## src/rtl/mcw_pkg.sv

```systemverilog
package mcw_pkg;

   localparam int unsigned FIELD_W = 4;

   typedef enum logic [1:0] {
      MCW_BCAST  = 2'b00,
      MCW_PERBIT = 2'b01,
      MCW_FCOPY  = 2'b10,
      MCW_RSVD   = 2'b11
   } mcw_variant_e;

   typedef struct packed {
      logic               we;
      logic [FIELD_W-1:0] val;
   } mcw_wr_t;

endpackage

```

## src/rtl/mcw_int_match.sv

```systemverilog
module mcw_int_match
   import mcw_pkg::*;
#(
   parameter int unsigned XLEN = 64
) (
   input  logic [XLEN-1:0]    src_int,
   input  logic               src_is_zero,
   input  logic               bcast,
   input  logic [FIELD_W-1:0] mask,
   input  logic [FIELD_W-1:0] mode,
   output logic [FIELD_W-1:0] hit
);

   generate
      if (XLEN < FIELD_W) begin : g_bad_xlen
         $error("mcw_int_match: XLEN must be at least FIELD_W");
      end
   endgenerate

   logic [FIELD_W-1:0] low_bits;
   assign low_bits = src_is_zero ? '0 : src_int[FIELD_W-1:0];

   generate
      if (XLEN > FIELD_W) begin : g_hi
         logic unused_hi;
         assign unused_hi = ^src_int[XLEN-1:FIELD_W];
      end
   endgenerate

   for (genvar k = 0; k < FIELD_W; k++) begin : g_bit
      logic probe;
      assign probe  = bcast ? low_bits[0] : low_bits[k];
      assign hit[k] = mask[k] & ~(mode[k] ^ probe);
   end

endmodule

```

## src/rtl/mcw_combine.sv

```systemverilog
module mcw_combine
   import mcw_pkg::*;
(
   input  mcw_variant_e       variant,
   input  logic [FIELD_W-1:0] hit,
   input  logic [FIELD_W-1:0] src_field,
   input  logic [FIELD_W-1:0] old_field,
   input  logic [FIELD_W-1:0] mask,
   input  logic [FIELD_W-1:0] mode,
   input  logic               merge,
   output logic [FIELD_W-1:0] val,
   output logic               legal
);

   logic [FIELD_W-1:0] keep;

   always_comb begin
      keep = merge ? (old_field & ~mask) : '0;
      unique case (variant)
         MCW_BCAST, MCW_PERBIT: begin
            val   = hit | keep;
            legal = 1'b1;
         end
         MCW_FCOPY: begin
            val   = ((mask & src_field) | keep) ^ mode;
            legal = 1'b1;
         end
         default: begin
            val   = '0;
            legal = 1'b0;
         end
      endcase
   end

endmodule

```

## src/rtl/mcw_pred_gate.sv

```systemverilog
module mcw_pred_gate
   import mcw_pkg::*;
#(
   parameter bit PRED_EN = 1'b1
) (
   input  logic               legal,
   input  logic [FIELD_W-1:0] val,
   input  logic               pred_bit,
   input  logic               zero_en,
   output mcw_wr_t            wr
);

   generate
      if (PRED_EN) begin : g_pred
         always_comb begin
            if (pred_bit) begin
               wr.we  = legal;
               wr.val = val;
            end else if (zero_en) begin
               wr.we  = legal;
               wr.val = '0;
            end else begin
               wr.we  = 1'b0;
               wr.val = '0;
            end
         end
      end else begin : g_nopred
         logic unused_pred;
         assign unused_pred = pred_bit ^ zero_en;
         assign wr.we  = legal;
         assign wr.val = val;
      end
   endgenerate

endmodule

```

## src/rtl/mcw_field_writer.sv

```systemverilog
module mcw_field_writer
   import mcw_pkg::*;
#(
   parameter int unsigned XLEN    = 64,
   parameter bit          PRED_EN = 1'b1
) (
   input  logic               clk,
   input  logic               rst_n,
   input  logic               req_valid,
   input  logic [1:0]         variant,
   input  logic [XLEN-1:0]    src_int,
   input  logic               src_is_zero,
   input  logic [3:0]         src_field,
   input  logic [3:0]         old_field,
   input  logic [3:0]         mask,
   input  logic [3:0]         mode,
   input  logic               merge,
   input  logic               pred_bit,
   input  logic               zero_en,
   output logic               wr_en,
   output logic [3:0]         field_out
);

   generate
      if (FIELD_W != 4) begin : g_bad_field
         $error("mcw_field_writer: ports assume a 4-bit field");
      end
   endgenerate

   mcw_variant_e       var_e;
   logic [FIELD_W-1:0] hit;
   logic [FIELD_W-1:0] comb_val;
   logic               legal;
   mcw_wr_t            wr;
   logic               wr_en_q;
   logic [FIELD_W-1:0] field_q;

   assign var_e = mcw_variant_e'(variant);

   mcw_int_match #(.XLEN(XLEN)) match_i (
      .src_int     (src_int),
      .src_is_zero (src_is_zero),
      .bcast       (var_e == MCW_BCAST),
      .mask        (mask),
      .mode        (mode),
      .hit         (hit)
   );

   mcw_combine combine_i (
      .variant   (var_e),
      .hit       (hit),
      .src_field (src_field),
      .old_field (old_field),
      .mask      (mask),
      .mode      (mode),
      .merge     (merge),
      .val       (comb_val),
      .legal     (legal)
   );

   mcw_pred_gate #(.PRED_EN(PRED_EN)) gate_i (
      .legal    (legal),
      .val      (comb_val),
      .pred_bit (pred_bit),
      .zero_en  (zero_en),
      .wr       (wr)
   );

   always_ff @(posedge clk or negedge rst_n) begin
      if (!rst_n) begin
         wr_en_q <= 1'b0;
         field_q <= '0;
      end else begin
         wr_en_q <= req_valid & wr.we;
         if (req_valid & wr.we) begin
            field_q <= wr.val;
         end
      end
   end

   assign wr_en     = wr_en_q;
   assign field_out = field_q;

endmodule

```

## config.mk

```make
export PLATFORM = sky130hd
export DESIGN_NAME = mcw_field_writer
export DESIGN_NICKNAME = d
export VERILOG_FILES = /design/src/rtl/mcw_pkg.sv /design/src/rtl/mcw_int_match.sv /design/src/rtl/mcw_combine.sv /design/src/rtl/mcw_pred_gate.sv /design/src/rtl/mcw_field_writer.sv
export SDC_FILE = /design/constraint.sdc
export NUM_CORES = 1
export LEC_CHECK = 0
export ABC_AREA = 1
export BUFFER_PORTS_ARGS = -buffer_cell sky130_fd_sc_hd__buf_2
export CORE_MARGIN = 2
export CORE_UTILIZATION = 23
export CTS_CLUSTER_SIZE = 12
export DETAILED_ROUTE_END_ITERATION = 10
export MAX_ROUTING_LAYER = met4
export PLACE_DENSITY = 0.75
export SLEW_MARGIN = 20
export SYNTH_ARGS = -nofsm -noshare
export SYNTH_HDL_FRONTEND = slang
export SYNTH_SLANG_ARGS = --single-unit
```

## constraint.sdc

```tcl
create_clock -name clk -period 0.8 [get_ports clk]
set_input_delay 0.16 -clock clk [delete_from_list [all_inputs] [get_ports clk]]
set_output_delay 0.16 -clock clk [all_outputs]
set_load 0.1 [all_outputs]
```

==> results.py <==
metrics = {
    "power": {
        "max-vdd-ir-drop_mv": 0.6800,
        "p_per_area_nw_per_um2": 1243,
        "p_leak_nw": 0.5871,
    },
    "clock_tree": {
        "clk_pin_slew_ns": 0.05,
        "cts_buffer_depth": 2,
        "clock-sinks": 5,
        "tritoncts": "built",
        "clk-insertion-delay-late_ns": 0.24,
        "h-tree-depth": 1,
        "root_buffer": "clkbuf_4",
        "cts_buffers": 3,
    },
    "sta": {
        "rsz0062_at_grt": "true",
        "finalSetupViolations": 6,
        "drv_slew": 0,
        "finClkSkew_ns": 0,
        "timing.final.ws_setup_ns": -0.2590,
        "tightest_slew_ns": 0.2171,
        "period_share_pct": 132.4,
        "slew_headroom_pct": 85.51,
        "period_needed_ns": 1.059,
        "hold_viol_final": 0,
        "tns_ns": -1.278,
        "clock.fmax_mhz": 944.3,
    },
    "synthesis": {
        "synth_area_sq_um": 515.5,
        "ys_seq_elements": 5,
        "synth_top_cell_area_share_pct": 34.22,
        "synth.distinct_cells": 13,
        "synth_top_area_cell": "nand2_1",
        "synthCells": 91,
        "synth_area_per_cell_sq_um": 5.665,
        "syn_nets": 180,
        "synth_warnings": 0,
        "ys_seq_area_share_pct": 24.27,
        "synth_area_leaders": "nand2_1 (34%), dfrtp_1 (24%), inv_1 (7.3%)",
    },
    "setup_path": {
        "critPathTopFamily": "flip-flops",
        "critPathKind": "reg2out",
        "cp.depth": 1,
        "crit_fanout": 2,
        "critPathBufInv": 1,
        "startpoint_type": "flop",
        "rr_worst_depth": 2,
        "critPathArrivalTime_ns": 0.90,
        "cp.required_ns": 0.64,
        "cp-end-kind": "output pin",
        "crit_chain": "buf_12",
        "slowest_delay_ns": 0.48,
        "critPathSlowestCell": "dfrtp_4",
    },
    "placement": {
        "post-dp-hpwl_microns": 1340,
        "portBuffers": 33,
        "pre_cts_slack_ns": -0.2919,
        "gp_congestion": 0.7944,
    },
    "final_layout": {
        "final_cell_mix": "nand2_1 (39), buf_2 (24), buf_4 (10), inv_1 (8), nand2_2 (6)",
        "antenna_cells": 0,
        "final_common_cell": "nand2_1",
        "nNetsFinal": 229,
        "syn2layout_area_growth_pct": 96.60,
        "drive_gt1_share_pct": 52.52,
    },
    "route": {
        "post_drt_wl_per_cell_microns": 9.497,
        "vias_per_cell": 4.204,
        "postRouteAntennaNets": 0,
        "drt_wl_total_microns": 1586,
        "dr.pass1.iters": 4,
        "initialDrtViolationCount": 14,
        "drcViolationCount": 0,
        "vias": 702,
    },
    "global_route": {
        "grt_max_degree": 7,
        "grt_pass1_vias": 665,
        "grt.total_usage_pct": 13.26,
        "grt_pass1_wl_microns": 2532,
        "antenna_found_initial": 0,
        "grt-ovfl-total": 0,
    },
    "floorplanning": {
        "initial_core_util_pct": 23.76,
        "core_area_sq_um": 2170,
        "die_w_microns": 51.34,
        "ios": 94,
        "die-height_microns": 51.34,
        "dieArea_sq_um": 2636,
        "rows": 17,
    },
    "run_status": {
        "violations": "setup timing",
        "outcome": "complete, but fails checks",
    },
    "flow_run": {
        "maxCapViolations": 0,
    },
    "hold_path": {
        "holdPathStages": 3,
        "hp-class": "in2reg",
    },
}
-- state kept, by name, indices dropped and copies added (netlist names) --
name / cells
wr_en: 1
field_out: 4
-- layout make-up --
cell class,instances,area (sq um)
Fill cell,225,1156
Multi-Input combinational cell,74,401.6
Timing Repair Buffer,44,354.1
Sequential cell,5,143.9
Inverter,12,52.55
Tap cell,28,35.03
Clock buffer,4,26.28
-- routing by layer --
layer  vias to the layer above  share of wire, %  routed length, microns  GRT usage (%)
met3                         4               4.6                      73          2.339
li1                        371                 -                       -              -
met5                         -                 0                       0              -
met4                         0               2.4                      38          7.018
met1                       304                39                     618          12.52
met2                        23                54                     855          25.32
-- cells by family (layout without fill, tap and decap cells) --
family	count (synthesis)	after routing	synth area share [%]
buffers and inverters	12	60	8.739
AOI/OAI and AO/OA	2	2	1.942
xor gates and xnor gates	4	4	6.795
and+or+nand+nor	68	68	58.25
DFF	5	5	24.27
-- worst min-delay path, cell delays in order --
cell,delay [ns]
buf_2,0.10
o21ai_1,0.08
nor2_2,0.06
-- where the power goes --
group | leakage, nW | internal [mW] | switching, mW | total, mW
Sequential | 0.0582 | 0.295 | 0.0264 | 0.321
Clock | 0.0150 | 0.188 | 0.100 | 0.289
Combinational | 0.514 | 0.273 | 0.377 | 0.650
Total | 0.587 | 0.756 | 0.503 | 1.26
-- cell usage after synthesis (all sizes together) --
library cell,count
nand2,49
o21ai,2
dfrtp,5
nand3b,4
nor2,9
inv,12
nand3,6
xor2,4
-- final timing paths --
| path | startpoint | endpoint | slack (ns) |
|---|---|---|---|
| setup / recovery | field_out[0] | field_out[0] | -0.26 |
| hold / removal | req_valid | wr_en | 0.21 |
| setup reg to reg | field_out[1] | field_out[1] | 0.10 |
| hold reg to reg | field_out[3] | field_out[3] | 0.55 |
| max in group asynchronous | rst_n | field_out[1] | 0.37 |
| min in group asynchronous | rst_n | field_out[0] | 0.28 |
-- through the flow --
| step | std cells | power (mW) | util, % | area (sq um) | hold WS, ns |
|---|---|---|---|---|---|
| after floorplan | 91 | 0.6482 | - | 539.3 | -0.1356 |
| after global placement | 160 | 0.9012 | 40.31 | 874.6 | -0.02423 |
| after detailed placement | 160 | 0.9171 | 40.31 | 874.6 | -0.02179 |
| after CTS | 166 | 1.226 | 43.43 | 942.2 | 0.2074 |
| after global routing | 167 | 1.333 | 46.71 | 1013 | 0.2113 |
| final | 167 | 1.260 | 46.71 | 1013 | 0.2058 |
-- timing repair --
item | in CTS | in global routing
cloned | 0 | 0
hold buffers | 1 | 0
endpoints found under the setup margin | 9 | 9
pin swaps | 5 | 10
buffers inserted | 1 | 1
hold endpoints to repair | 5 | 0
gates resized for setup | 9 | 19
No activity file was read; power rests on OpenSTA's default activity.
